`src/rtl/echo_pkg.sv`:
```
package echo_pkg;
  localparam int NLEV           = 7;
  localparam int TS_W           = 16;
  localparam int LONG_STEP_MUL  = 8;
  localparam int SHORT_STEP_MUL = 2;
  localparam int LONG_TAIL_MUL  = 40;
  localparam int SHORT_TAIL_MUL = 8;
  localparam int LONG_TAIL_GAIN = 5;

  typedef struct packed {
    logic [7:0]      step_len;
    logic [TS_W-1:0] tail_start;
    logic [3:0]      skip;
  } prof_t;

  function automatic logic [3:0] pick_nib(input logic [7:0] v, input logic long_m);
    return long_m ? v[7:4] : v[3:0];
  endfunction
endpackage

```
`src/rtl/echo_prof_latch.sv`:
```
module echo_prof_latch
  import echo_pkg::*;
#(
  parameter int SW = 8
) (
  input  logic             clk,
  input  logic             rst,
  input  logic             load,
  input  logic             long_mode,
  input  logic [NLEV*SW-1:0] lvl_pack,
  input  logic [SW-1:0]    tail_lvl,
  input  logic [7:0]       tail_pos_pack,
  input  logic [7:0]       step_pack,
  input  logic [7:0]       skip_pack,
  output prof_t            prof,
  output logic [SW-1:0]    tail_val,
  output logic [NLEV*SW-1:0] lvl_q
);
  localparam int GW = SW + 3;
  localparam logic [GW-1:0] SAT_MAX = GW'((1 << SW) - 1);

  logic [3:0]    step_n, pos_n;
  logic [7:0]    step_len_d;
  logic [TS_W-1:0] tail_start_d;
  logic [GW-1:0] gain;
  logic [SW-1:0] tail_d;

  always_comb begin
    step_n = pick_nib(step_pack, long_mode);
    if (step_n == 4'd0) step_n = 4'd1;
    pos_n  = pick_nib(tail_pos_pack, long_mode);
    step_len_d   = long_mode ? 8'(step_n * LONG_STEP_MUL) : 8'(step_n * SHORT_STEP_MUL);
    tail_start_d = long_mode ? TS_W'(pos_n * LONG_TAIL_MUL) : TS_W'(pos_n * SHORT_TAIL_MUL);
    gain   = long_mode ? GW'(tail_lvl) * GW'(LONG_TAIL_GAIN) : GW'(tail_lvl);
    tail_d = (gain > SAT_MAX) ? {SW{1'b1}} : gain[SW-1:0];
  end

  always_ff @(posedge clk) begin
    if (rst) begin
      prof.step_len   <= 8'd1;
      prof.tail_start <= '0;
      prof.skip       <= '0;
      tail_val        <= '0;
    end else if (load) begin
      prof.step_len   <= step_len_d;
      prof.tail_start <= tail_start_d;
      prof.skip       <= pick_nib(skip_pack, long_mode);
      tail_val        <= tail_d;
    end
  end

  for (genvar j = 0; j < NLEV; j++) begin : g_lvl
    always_ff @(posedge clk) begin
      if (rst)       lvl_q[j*SW +: SW] <= '0;
      else if (load) lvl_q[j*SW +: SW] <= lvl_pack[j*SW +: SW];
    end
  end

  p_short_unscaled_r7: assert property (@(posedge clk) disable iff (rst)
    (load && !long_mode) |=> (tail_val == $past(tail_lvl)));
  p_step_nonzero_r5: assert property (@(posedge clk) disable iff (rst)
    prof.step_len != 8'd0);
endmodule

```
`src/rtl/echo_thr_seq.sv`:
```
module echo_thr_seq
  import echo_pkg::*;
#(
  parameter int SW = 8,
  parameter int IW = 10
) (
  input  logic               clk,
  input  logic               rst,
  input  logic               load,
  input  logic               adv,
  input  logic               kill,
  input  logic [IW-1:0]      idx_in,
  input  logic [7:0]         step_len,
  input  logic [TS_W-1:0]    tail_start,
  input  logic [SW-1:0]      tail_val,
  input  logic [NLEV*SW-1:0] lvl_q,
  output logic [SW-1:0]      thr_q,
  output logic [IW-1:0]      idx_q,
  output logic               vld_q
);
  localparam int LW = $clog2(NLEV);
  localparam logic [LW-1:0] LAST_LVL = LW'(NLEV - 1);

  logic [7:0]    sc;
  logic [LW-1:0] lvl;
  logic [SW-1:0] stair;
  logic          in_tail;

  always_comb begin
    stair   = lvl_q[lvl*SW +: SW];
    in_tail = {{(TS_W-IW){1'b0}}, idx_in} >= tail_start;
  end

  always_ff @(posedge clk) begin
    if (rst) begin
      sc <= '0; lvl <= '0; vld_q <= 1'b0; thr_q <= '0; idx_q <= '0;
    end else if (load) begin
      sc <= '0; lvl <= '0; vld_q <= 1'b0;
    end else begin
      vld_q <= adv && !kill;
      if (adv) begin
        thr_q <= in_tail ? tail_val : stair;
        idx_q <= idx_in;
        if (sc == step_len - 8'd1) begin
          sc <= '0;
          if (lvl != LAST_LVL) lvl <= lvl + 1'b1;
        end else begin
          sc <= sc + 8'd1;
        end
      end
    end
  end

  p_level_bound_r4: assert property (@(posedge clk) disable iff (rst)
    lvl <= LAST_LVL);
  p_level_hold_r4: assert property (@(posedge clk) disable iff (rst)
    (lvl == LAST_LVL && !load) |=> (lvl == LAST_LVL || $past(load)));
endmodule

```
`src/rtl/echo_hit_capture.sv`:
```
module echo_hit_capture #(
  parameter int SW    = 8,
  parameter int IW    = 10,
  parameter int NSAMP = 768
) (
  input  logic          clk,
  input  logic          rst,
  input  logic          load,
  input  logic          vld,
  input  logic [IW-1:0] idx,
  input  logic [SW-1:0] sample,
  input  logic [SW-1:0] thr,
  input  logic [3:0]    skip,
  output logic          fin,
  output logic          done,
  output logic          found,
  output logic [IW-1:0] first_idx
);
  localparam logic [IW-1:0] LAST_IDX = IW'(NSAMP - 1);

  logic hit, last;

  always_comb begin
    hit  = vld && (idx >= IW'(skip)) && (sample > thr);
    last = vld && (idx == LAST_IDX);
    fin  = hit || last;
  end

  always_ff @(posedge clk) begin
    if (rst || load) begin
      done      <= 1'b0;
      found     <= 1'b0;
      first_idx <= '1;
    end else begin
      done <= fin;
      if (hit) begin
        found     <= 1'b1;
        first_idx <= idx;
      end
    end
  end

  p_done_pulse_r3: assert property (@(posedge clk) disable iff (rst)
    done |=> !done);
  p_found_with_done_r3: assert property (@(posedge clk) disable iff (rst)
    $rose(found) |-> done);
  p_miss_ones_r9: assert property (@(posedge clk) disable iff (rst)
    (done && !found) |-> (&first_idx));
  p_skip_region_r8: assert property (@(posedge clk) disable iff (rst)
    found |-> (first_idx >= IW'(skip)));
  p_hold_r10: assert property (@(posedge clk) disable iff (rst)
    (found && !load) |=> (found && $stable(first_idx)));
endmodule

```
`src/rtl/echo_xing_detect.sv`:
```
module echo_xing_detect
  import echo_pkg::*;
#(
  parameter int NSAMP = 768,
  parameter int SW    = 8,
  localparam int IW   = $clog2(NSAMP)
) (
  input  logic               clk,
  input  logic               rst,
  input  logic               start,
  input  logic               long_mode,
  input  logic [NLEV*SW-1:0] lvl_pack,
  input  logic [SW-1:0]      tail_lvl,
  input  logic [7:0]         tail_pos_pack,
  input  logic [7:0]         step_pack,
  input  logic [7:0]         skip_pack,
  output logic [IW-1:0]      rd_addr,
  input  logic [SW-1:0]      rd_data,
  output logic               done,
  output logic               found,
  output logic [IW-1:0]      first_idx
);
  localparam logic [IW-1:0] LAST_IDX = IW'(NSAMP - 1);

  logic              run, iss_vld, load, fin;
  prof_t             prof;
  logic [SW-1:0]     tail_val, thr_q;
  logic [NLEV*SW-1:0] lvl_q;
  logic [IW-1:0]     cmp_idx;
  logic              cmp_vld;

  assign load = start && !run;

  always_ff @(posedge clk) begin
    if (rst) begin
      run <= 1'b0; iss_vld <= 1'b0; rd_addr <= '0;
    end else if (load) begin
      run <= 1'b1; iss_vld <= 1'b1; rd_addr <= '0;
    end else if (fin) begin
      run <= 1'b0; iss_vld <= 1'b0;
    end else if (iss_vld) begin
      if (rd_addr == LAST_IDX) iss_vld <= 1'b0;
      else                     rd_addr <= rd_addr + 1'b1;
    end
  end

  echo_prof_latch #(.SW(SW)) u_prof (
    .clk(clk), .rst(rst), .load(load), .long_mode(long_mode),
    .lvl_pack(lvl_pack), .tail_lvl(tail_lvl), .tail_pos_pack(tail_pos_pack),
    .step_pack(step_pack), .skip_pack(skip_pack),
    .prof(prof), .tail_val(tail_val), .lvl_q(lvl_q)
  );

  echo_thr_seq #(.SW(SW), .IW(IW)) u_thr (
    .clk(clk), .rst(rst), .load(load), .adv(iss_vld), .kill(fin),
    .idx_in(rd_addr), .step_len(prof.step_len), .tail_start(prof.tail_start),
    .tail_val(tail_val), .lvl_q(lvl_q),
    .thr_q(thr_q), .idx_q(cmp_idx), .vld_q(cmp_vld)
  );

  echo_hit_capture #(.SW(SW), .IW(IW), .NSAMP(NSAMP)) u_cap (
    .clk(clk), .rst(rst), .load(load), .vld(cmp_vld), .idx(cmp_idx),
    .sample(rd_data), .thr(thr_q), .skip(prof.skip),
    .fin(fin), .done(done), .found(found), .first_idx(first_idx)
  );

  p_addr_range_r2: assert property (@(posedge clk) disable iff (rst)
    rd_addr <= LAST_IDX);
  p_done_ends_run_r2: assert property (@(posedge clk) disable iff (rst)
    done |-> !run);
  p_restart_clears_r10: assert property (@(posedge clk) disable iff (rst)
    load |=> (!found && (&first_idx)));
endmodule

```
`config.mk`:
```
export PLATFORM = sky130hd
export DESIGN_NAME = echo_xing_detect
export DESIGN_NICKNAME = d
export VERILOG_FILES = /design/src/rtl/echo_pkg.sv /design/src/rtl/echo_prof_latch.sv /design/src/rtl/echo_thr_seq.sv /design/src/rtl/echo_hit_capture.sv /design/src/rtl/echo_xing_detect.sv
export SDC_FILE = /design/constraint.sdc
export NUM_CORES = 1
export LEC_CHECK = 0
export CAP_MARGIN = 30
export CORE_ASPECT_RATIO = 1.5
export CORE_MARGIN = 5
export CORE_UTILIZATION = 40
export CTS_CLUSTER_SIZE = 8
export DETAILED_ROUTE_END_ITERATION = 8
export DONT_BUFFER_PORTS = 1
export PLACE_DENSITY = 0.56
export SLEW_MARGIN = 20
export SYNTH_ARGS = -nofsm -noshare
export SYNTH_HDL_FRONTEND = slang
export SYNTH_SLANG_ARGS = --single-unit
```
`constraint.sdc`:
```
create_clock -name clk -period 2.7 [get_ports clk]
set_input_delay 0 -clock clk [delete_from_list [all_inputs] [get_ports clk]]
set_output_delay 0 -clock clk [all_outputs]
set_load 0.01 [all_outputs]
```
== After elaboration in Yosys (flattened, before gate mapping) ==
Cells that the tools add are included.

* Add/subtract/negate cells: 4
* Multiply operators: 2
* $lt $le $gt $ge: 4
* Eq/ne operators: 4
* Shift-type cells: 1
* Multiplexer cells: 16
* Bitwise gates (word level): 3
* Reductions and logical operators: 15

{| class="wikitable"
|+ Operator list
! cell !! count
|-
| 56-bit by 7-bit variable part select with 8-bit output || 1
|-
| 8-bit two-way mux || 3
|-
| 10-bit equality test (second input constant) || 2
|-
| 10-bit by 16-bit >= comparator with 1-bit output || 1
|-
| 4-bit two-way mux || 4
|-
| 11-bit by 8-bit > comparator with 1-bit output (second input constant) || 1
|-
| 8-bit by 3-bit multiplier with 11-bit output (second input constant) || 1
|-
| 11-bit two-way mux || 1
|-
| 10-bit by 1-bit adder with 10-bit output (second input constant) || 1
|-
| 10-bit by 4-bit >= comparator with 1-bit output || 1
|-
| 10-bit two-way mux || 1
|-
| 8-bit by 1-bit adder with 8-bit output (second input constant) || 1
|-
| 8-bit equality test || 1
|-
| 8-bit > comparator || 1
|-
| 8-bit by 1-bit subtractor with 8-bit output (second input constant) || 1
|-
| 4-bit by 3-bit multiplier with 7-bit output (second input constant) || 1
|-
| 7-bit two-way mux || 1
|-
| 1-bit two-way mux || 6
|-
| 3-bit AND reduction || 2
|-
| 1-bit logical AND || 5
|-
| 4-bit zero test || 1
|-
| 3-bit by 1-bit adder with 3-bit output (second input constant) || 1
|-
| 3-bit inequality test (second input constant) || 1
|-
| 1-bit inverter || 3
|-
| 5 further kinds || 7
|}

* Flip-flop bits (word level): 146
* Input port bits: 100
* Output and inout bits: 22
* Word-level logic and storage cells: 71

== Longest topological paths before layout ==
Gate-level depths: netlist (run 1).

* Word-level depth: 6
* Gate-level depth with buffers: 11
* Depth with buffers taken out: 9

== Cells and area by module ==
From an unflattened synthesis (run 1), not the netlist that was laid out.

* Cell total of the unflattened synthesis: 778
* Area, all modules: 7226.9 µm²

{| class="wikitable"
|+ By module, submodules not included
! module !! times used !! cells each !! area an instance (µm²) !! sequential area each (µm²)
|-
| echo_prof_latch || 1 || 356 || 3497.1 || 1641.6
|-
| echo_thr_seq || 1 || 271 || 2379.8 || 600.6
|-
| echo_hit_capture || 1 || 88 || 772.0 || 240.2
|-
| echo_xing_detect || 1 || 63 || 578.1 || 240.2
|}

== Worst setup path before layout (run 1) ==
Ideal clock, no wire load.

* Path kind: register to register
* From: register, netlist name u_prof.prof[20]
* To: register u_thr.lvl[0]
* Library setup time: 72 ps
* Arrival: 2092 ps
* Required time: 2628 ps
* Setup slack: 536 ps
* Cell stages (with the launch flop): 10
* Path buffers: 1
* Clock period less this slack: 2164 ps
* Cell sequence: dfxtp_1 -> clkbuf_1 -> inv_1 -> ha_1 -> nor2b_1 -> or3_1 -> a31oi_1 -> o211ai_1 -> a21oi_1 -> mux2i_1

* Word-level cells in the longest chain between the ends: 3

{| class="wikitable"
|+ RTL lines
! what !! line !! RTL
|-
| 8-bit by 1-bit subtractor with 8-bit output || echo_thr_seq.sv:44 || <nowiki>if (sc == step_len - 8'd1) begin</nowiki>
|-
| 8-bit equality test || echo_thr_seq.sv:44 ||
|-
| 3-bit AND reduction (no source line) || -- ||
|-
| to (signal assigned) || echo_thr_seq.sv:46 || <nowiki>if (lvl != LAST_LVL) lvl <= lvl + 1'b1;</nowiki>
|-
| to (decl) || echo_thr_seq.sv:25 || <nowiki>logic [LW-1:0] lvl;</nowiki>
|}

No other way between the ends.
A chain may end at the register's enable or synchronous reset.

== Final worst setup path (run 1) ==
* From: input tail_lvl[1]
* To: register u_prof.tail_val[2]

* Word-level cells in the longest chain between the ends: 4

{| class="wikitable"
|+ RTL lines
! what !! line !! RTL
|-
| from (decl) || echo_xing_detect.sv:13 || <nowiki>input logic [SW-1:0] tail_lvl,</nowiki>
|-
| 8-bit by 3-bit multiplier with 11-bit output || echo_prof_latch.sv:34 || <nowiki>gain = long_mode ? GW'(tail_lvl) * GW'(LONG_TAIL_GAIN) : GW'(tail_lvl);</nowiki>
|-
| 11-bit two-way mux (*) || echo_prof_latch.sv:34 ||
|-
| 11-bit by 8-bit > comparator with 1-bit output || echo_prof_latch.sv:35 || <nowiki>tail_d = (gain > SAT_MAX) ? {SW{1'b1}} : gain[SW-1:0];</nowiki>
|-
| 8-bit two-way mux (*) || echo_prof_latch.sv:35 ||
|-
| to (signal assigned) || echo_prof_latch.sv:48 || <nowiki>tail_val <= tail_d;</nowiki>
|-
| to (decl) || echo_prof_latch.sv:16 || <nowiki>output logic [SW-1:0] tail_val,</nowiki>
|}

Every way passes the cells marked *; elsewhere a longest branch is shown, timed or not.

==> results of run 1 <==
-- per-layer routing --
layer / GRT usage / up-vias / routed length (um)
met2: 0.355 / 137 / 10200
met3: 0.0445 / 32 / 933
li1: - / 3012 / -
met1: 0.211 / 2951 / 7090
met4: 0.0739 / 0 / 448
met5: 0 / - / 0
-- cell usage in the layout (no fill, tap or decap), types with 7 or more instances in the layout --
| cell type | Yosys | routed |
|---|---|---|
| dfxtp_1 | 136 | 136 |
| nor2_1 | 59 | 59 |
| inv_1 | 29 | 29 |
| a211o_1 | 9 | 9 |
| xor2_1 | 8 | 8 |
| ha_1 | 41 | 41 |
| buf_4 | 0 | 9 |
| mux2i_1 | 29 | 29 |
| nand2b_1 | 14 | 13 |
| a21oi_1 | 97 | 97 |
| mux4_2 | 8 | 8 |
| dlygate4sd3_1 | 0 | 95 |
| a211oi_1 | 10 | 10 |
| or4_1 | 7 | 7 |
| o21ai_0 | 9 | 9 |
| nor3_1 | 22 | 22 |
| nand2_1 | 170 | 170 |
| clkbuf_16 | 0 | 17 |
| nand4_1 | 11 | 11 |
| o221ai_1 | 7 | 7 |
| nand3_1 | 11 | 11 |
| nand4b_1 | 10 | 10 |
| xnor2_1 | 9 | 9 |
-- power breakdown --
group          switching (uW)  leakage (uW)  internal (uW)  total [uW]
sequential               73.1       0.00111           2110        2180
combinational             367       0.00178            316         683
clock                     875      0.000326           1710        2590
-- state kept, by name, summed over array words and instances, names as in the netlist --
name,cells
u_prof.lvl_q,56
u_prof.prof,18
rd_addr,10
u_cap.first_idx,10
u_thr.idx_q,10
u_prof.tail_val,8
u_thr.sc,8
u_thr.thr_q,8
u_thr.lvl,3
iss_vld,1
run,1
u_cap.done,1
u_cap.found,1
u_thr.vld_q,1
-- layout make-up --
type                       instances  area, um^2
inverter                          29         109
tap                              210         263
fill                            1630        8200
multi-input combinational        606        3810
sequential                       136        2720
clock buffer                      20         467
timing repair buffer             106        1070
clock inverter                    12         195
-- worst reg2reg max path, stage by stage, from the launching register on --
cell      delay (ps)
dfxtp_1          380
nor4_1           700
nand3_1          130
a21boi_0         370
o211ai_1         260
a21oi_1          290
mux2i_1          210
-- cell families (layout without fill, tap and decap cells) --
kind of cell,count (synthesis),count (layout)
AO/OA/AOI/OAI,173,173
XOR/XNOR,17,17
adder cells (fa/ha/maj),43,43
buffers and inverters,82,167
flip-flops,136,136
multiplexers,40,40
AND/OR/NAND/NOR,333,333
-- path summary, 6_finish.rpt --
kind                             end  depth (start not counted)  slack (ps)        startpoint
setup / recovery  u_prof.tail_val[2]                         10         220       tail_lvl[1]
hold / removal        u_prof.prof[8]                          3          40  tail_pos_pack[1]
setup reg to reg        u_thr.lvl[1]                          6         290   u_prof.prof[22]
hold reg to reg     u_prof.lvl_q[30]                          2         450  u_prof.lvl_q[30]
-- metrics by stage --
stage / hold slack [ps] / utilization / total power, uW
final: 44.2 / 0.513 / 5450
after detailed placement: 81.4 / 0.414 / 2760
after global placement: 79.7 / 0.414 / 2730
after floorplan: 136 / - / 2640
after global routing: 39.2 / 0.513 / 5700
after CTS: 35.0 / 0.513 / 5500
==> key figures, run 1 <==
Drt
  – Routed WL: 18.7 mm
  – Avg WL per Cell: 16.7 um
  – Remaining routing DRC violations: 0
  – Via density: 5.48
  – Final antenna-violating net count: 0
  – DRC marker count from the first detailed-route iteration: 267
  – Drt pass-1 iters: 4
  – Vias: 6132

Placement
  – Post-Place Cell Area: 0.00698 mm^2
  – DP Worst Slack: 339 ps
  – DP Cell Count: 990
  – Placer Congestion: 0.875
  – Hpwl dp: 13.1 mm
  – Number of port buffers: 0

Floorplan
  – Initial Utilization: 0.407
  – Die H: 170 um
  – Core Area: 0.0168 mm^2
  – Rows: 58
  – Die W: 117 um
  – Die ar.: 0.0199 mm^2
  – # IOs: 122

STA
  – Worst-Margin Slew: 811 ps
  – Clock Skew: 7.47 ps
  – RSZ-0062 raised after global routing: false
  – Relative slew slack: 0.459
  – Setup_tns: 0 ps
  – Fin crit share: 0.920
  – Fin. Hold Viols: 0
  – Final setup fails: 0
  – Max Slew Vio Count: 0
  – Fin worst setup slack: 216 ps
  – Fmax: 0.403 GHz
  – Min cycle time layout: 2480 ps

Run
  – Max Cap Viol: 0

Clock network
  – CTS Hold Bufs: 97
  – CTS tree: built
  – Clock slew at reported path FFs: 60 ps
  – H-tree depth: 4
  – Worst skew pair latency: 420 ps
  – CTS Buffer Depth: 2
  – Post-CTS setup buffers: 0
  – CTS Buf Count: 17
  – Clock Tree Root: clkbuf_16
  – CTS Sinks: 136
  – CTS resizes: 0

Logic synthesis
  – Largest family of logic cells by synthesized area: simple AND/OR/NAND/NOR gates
  – Synth Register Bits: 136
  – Post-Synth Adder-Cell Area: 0.0808
  – Most numerous cell in the Yosys netlist: nand2_1
  – Share of the synthesized area in the top cell type: 0.398
  – Post-synthesis mux area share: 0.0737
  – Post-synth ARST share: 0
  – Cells after synthesis: 824
  – YS warnings: 0
  – Seq/Total Area, Yosys: 0.398
  – Synth Flop Type: dfxtp_1
  – Post-synthesis compound-gate area fraction: 0.157
  – Yosys top cell by area: dfxtp_1
  – Post-synthesis simple-gate area fraction: 0.222
  – Largest cells by area after synthesis: dfxtp_1 (40%), nand2_1 (9.3%), ha_1 (7.5%)
  – Post-synth top cells: nand2_1 (170), dfxtp_1 (136), a21oi_1 (97), nor2_1 (59), clkbuf_1 (47)
  – EDFF count, synth: 0
  – XOR/XNOR Fraction of Synth Area: 0.0218
  – Syn avg cell area: 8.31 um^2
  – Mapped Area: 0.00685 mm^2
  – Synth Net Count: 967
  – Synth cell types: 52

Cells and area
  – Post-route cell area: 0.00864 mm^2
  – Share of post-route cells with drive strength above 1: 0.0649
  – Diode count: 0
  – Layout Nets: 1039
  – Area delta synth->final: 26.2%
  – Layout Cells excl Fill: 1119

Global routing
  – Global-route wire length before repair: 30.3 mm
  – GRT overflow: 0
  – Largest net degree at the start of global routing: 115
  – GRT Resource Usage Total: 0.194
  – Initial antenna violation count: 0
  – Number of global-route vias before repair: 6112

Power and ir drop
  – Pwr dens: 631 mW/mm^2
  – Pleak: 0.00322 uW
  – Peak VDD IR: 0.507 mV

Run status
  – Status: finished, final reports clean

Setup path
  – Crit path launch type: input port
  – CP max FO: 8
  – Crit path required time: 3000 ps
  – CP max stage delay: 560 ps
  – WP buf/inv: 1
  – WP data arrival: 2780 ps
  – Cell mode on critical path: ha_1
  – Crit-path slowest cell: dlygate4sd3_1
  – Critical Path, Cell by Cell: dlygate4sd3_1 > ha_1 > ha_1 > fa_1 > a21o_1 > a21oi_1 > and3_1 > mux2_2 > o21ai_1 > o31a_1
  – Top Family by Delay on Critical Path: compound AO/OA/AOI/OAI gates
  – Setup CP Type: in -> reg
  – CP endpoint kind: flip-flop

Hold path
  – Hold WC Path Type: in -> reg
No activity file was read; power rests on OpenSTA's default activity.
==> run 2: changes to the inputs <==
CORE_MARGIN = unset   (was 5)
==> key figures, run 2 (synthesis results as in run 1) <==
Drt
  – Remaining routing DRC violations: 0 (unchanged)
  – Final antenna-violating net count: 0 (unchanged)
  – Avg WL per Cell: 16.5 um (-0.97%)
  – Routed WL: 18.5 mm (-0.88%)
  – Drt pass-1 iters: 5 (+1)
  – Vias: 5997 (-2.2%)
  – Via density: 5.35 (-2.3%)
  – DRC marker count from the first detailed-route iteration: 314 (+18%)

Setup path
  – Reg2reg path depth: 8 (+2)
  – Reg-to-Reg Start: u_prof.prof[20]
  – Crit path launch type: input port
  – Flop2flop setup slack: 280 ps (about the same)
  – CP endpoint kind: flip-flop
  – Setup CP Type: in -> reg
  – CP max FO: 24 (+16)
  – WP data arrival: 2830 ps (+50 ps)
  – Crit path required time: 3050 ps (+50 ps)
  – Reg2Reg Capture Point: u_thr.lvl[0]

Power and ir drop
  – Peak VDD IR: 0.409 mV (-19%)
  – Pwr dens: 613 mW/mm^2 (-2.8%)
  – Pleak: 0.00320 uW (-0.70%)

Clock network
  – CTS Buf Count: 17 (unchanged)
  – CTS Sinks: 136 (unchanged)
  – Worst skew pair latency: 420 ps (about the same)
  – Post-CTS setup buffers: 0 (unchanged)
  – CTS Hold Bufs: 93 (-4.1%)
  – CTS resizes: 0 (unchanged)
  – CTS tree: built
  – Clock slew at reported path FFs: 60 ps (about the same)
  – CTS Buffer Depth: 2 (unchanged)
  – Clock Tree Root: clkbuf_16
  – H-tree depth: 4 (unchanged)

Hold path
  – HP Start: tail_lvl[1]
  – Hold path depth: 3 (unchanged)
  – Hold WC Path Type: in -> reg
  – Hold Crit Endpoint: u_prof.tail_val[3]

Global routing
  – Global-route wire length before repair: 30.3 mm (about the same)
  – M3 GR Usage: 0.0405 (-0.00394)
  – GRT Resource Usage Total: 0.223 (+0.0294)
  – GRT overflow: 0 (unchanged)
  – Initial antenna violation count: 0 (unchanged)
  – Busiest grt layer: met2
  – GR Util met2: 0.425 (+0.0697)
  – Largest net degree at the start of global routing: 115 (unchanged)
  – Met1 Use GR: 0.232 (+0.0209)
  – Number of global-route vias before repair: 6188 (+1.2%)

STA
  – RSZ-0062 raised after global routing: false
  – Min cycle time layout: 2470 ps (-11.8 ps)
  – Fin. Hold Viols: 0 (unchanged)
  – Max Slew Vio Count: 0 (unchanged)
  – Fmax: 0.404 GHz (+0.48%)
  – Final setup fails: 0 (unchanged)
  – Setup_tns: 0 ps (unchanged)
  – Relative slew slack: 0.461 (+0.00137)
  – Worst-Margin Slew: 809 ps (-2.05 ps)
  – Clock Skew: 5.02 ps (-2.45 ps)
  – Fin crit share: 0.916 (-0.00437)

Run status
  – Status: finished, final reports clean

Cells and area
  – Largest register FFs: 56 (unchanged)
  – Top Registers: u_prof.lvl_q x56, u_prof.prof x18
  – Most frequent cells in the layout: nand2_1 (170), dfxtp_1 (136), a21oi_1 (97)
  – Final core occ: 0.512 (-0.000541)
  – Most flops, register: u_prof.lvl_q
  – Area delta synth->final: 25.5%
  – Post-route cell area: 0.00859 mm^2 (-0.54%)
  – Layout Nets: 1040 (+0.096%)
  – Diode count: 0 (unchanged)
  – Commonest non-fill, non-tap cell in the layout: nand2_1
  – Share of post-route cells with drive strength above 1: 0.0681 (+0.00323)

Floorplan
  – Initial Utilization: 0.408 (+0.00176)
  – # IOs: 122 (unchanged)
  – Die W: 109 um (-6.8%)
  – Die H: 162 um (-4.7%)
  – Die ar.: 0.0177 mm^2 (-11%)
  – Core Area: 0.0168 mm^2 (-0.43%)
  – Rows: 58 (unchanged)

Placement
  – Number of port buffers: 0 (unchanged)
  – Placer Congestion: 0.883 (+0.95%)
  – Post-Place Cell Area: 0.00701 mm^2 (+0.54%)
  – Hpwl dp: 12.9 mm (-1.2%)

Run
  – Max Cap Viol: 0 (unchanged)
## run 2: cell count changes in the layout (fill, tap and decap cells not counted)
cell,change
buf_4,+5
bufinv_16,-2
clkbuf_1,+2
clkinv_2,-3
clkinv_4,+2
clkinvlp_4,+2
dlygate4sd3_1,-4
inv_6,-1
## run 2: report_power, final
| group | internal [uW] | total, uW | switching (uW) |
|---|---|---|---|
| clock network | 1530 | 2400 | 873 |
| registers | 2110 | 2180 | 75.0 |
| logic | 320 | 687 | 367 |
| total | 3950 | 5270 | 1310 |
## run 2: how the worst max path moves through the flow
stage | from | end | slack (ps) | cells after the start
3_3_place_gp | rd_addr[3] | u_thr.thr_q[0] | 440 | 9
2_1_floorplan | u_prof.prof[20] | u_thr.lvl[0] | 540 | 9
5_1_grt | u_prof.prof[20] | u_thr.lvl[0] | 30 | 8
3_5_place_dp | u_prof.prof[20] | u_thr.lvl[0] | 330 | 8
4_1_cts | long_mode | u_prof.prof[11] | 230 | 9
6_report | long_mode | u_prof.prof[11] | 230 | 9
## run 2: worst max-delay path, stage by stage
cell,delay [ps]
dlygate4sd3_1,570
buf_12,200
mux2_2,390
ha_1,210
ha_1,210
fa_1,490
nand3_1,50
dlygate4sd3_1,560
a21oi_1,130
## run 2: cell type report
type / instances / area [um^2]
Multi-Input combinational cell: 606 / 3810
Fill cell: 1633 / 8170
Clock buffer: 22 / 474
Inverter: 29 / 109
Tap cell: 210 / 263
Clock inverter: 10 / 144
Timing Repair Buffer: 107 / 1060
Sequential cell: 136 / 2720
## run 2: per-stage QoR
| stage | hold WS, ps | power (uW) | worst slack, ps | cells |
|---|---|---|---|---|
| floorplan | 136 | 2640 | 536 | 824 |
| global placement | 77.6 | 2750 | 435 | 995 |
| detailed placement | 79.7 | 2760 | 334 | 995 |
| CTS | 0.593 | 5320 | 231 | 1120 |
| global route | 28.9 | 5510 | 30.2 | 1120 |
| finish | 13.6 | 5270 | 228 | 1120 |
## run 2: per-layer routing
layer	share of wire	wire length, um	vias to the layer above
li1	-	-	3024
met1	0.39	7130	2806
met2	0.55	10200	131
met3	0.034	634	36
met4	0.029	527	0
met5	0	0	-
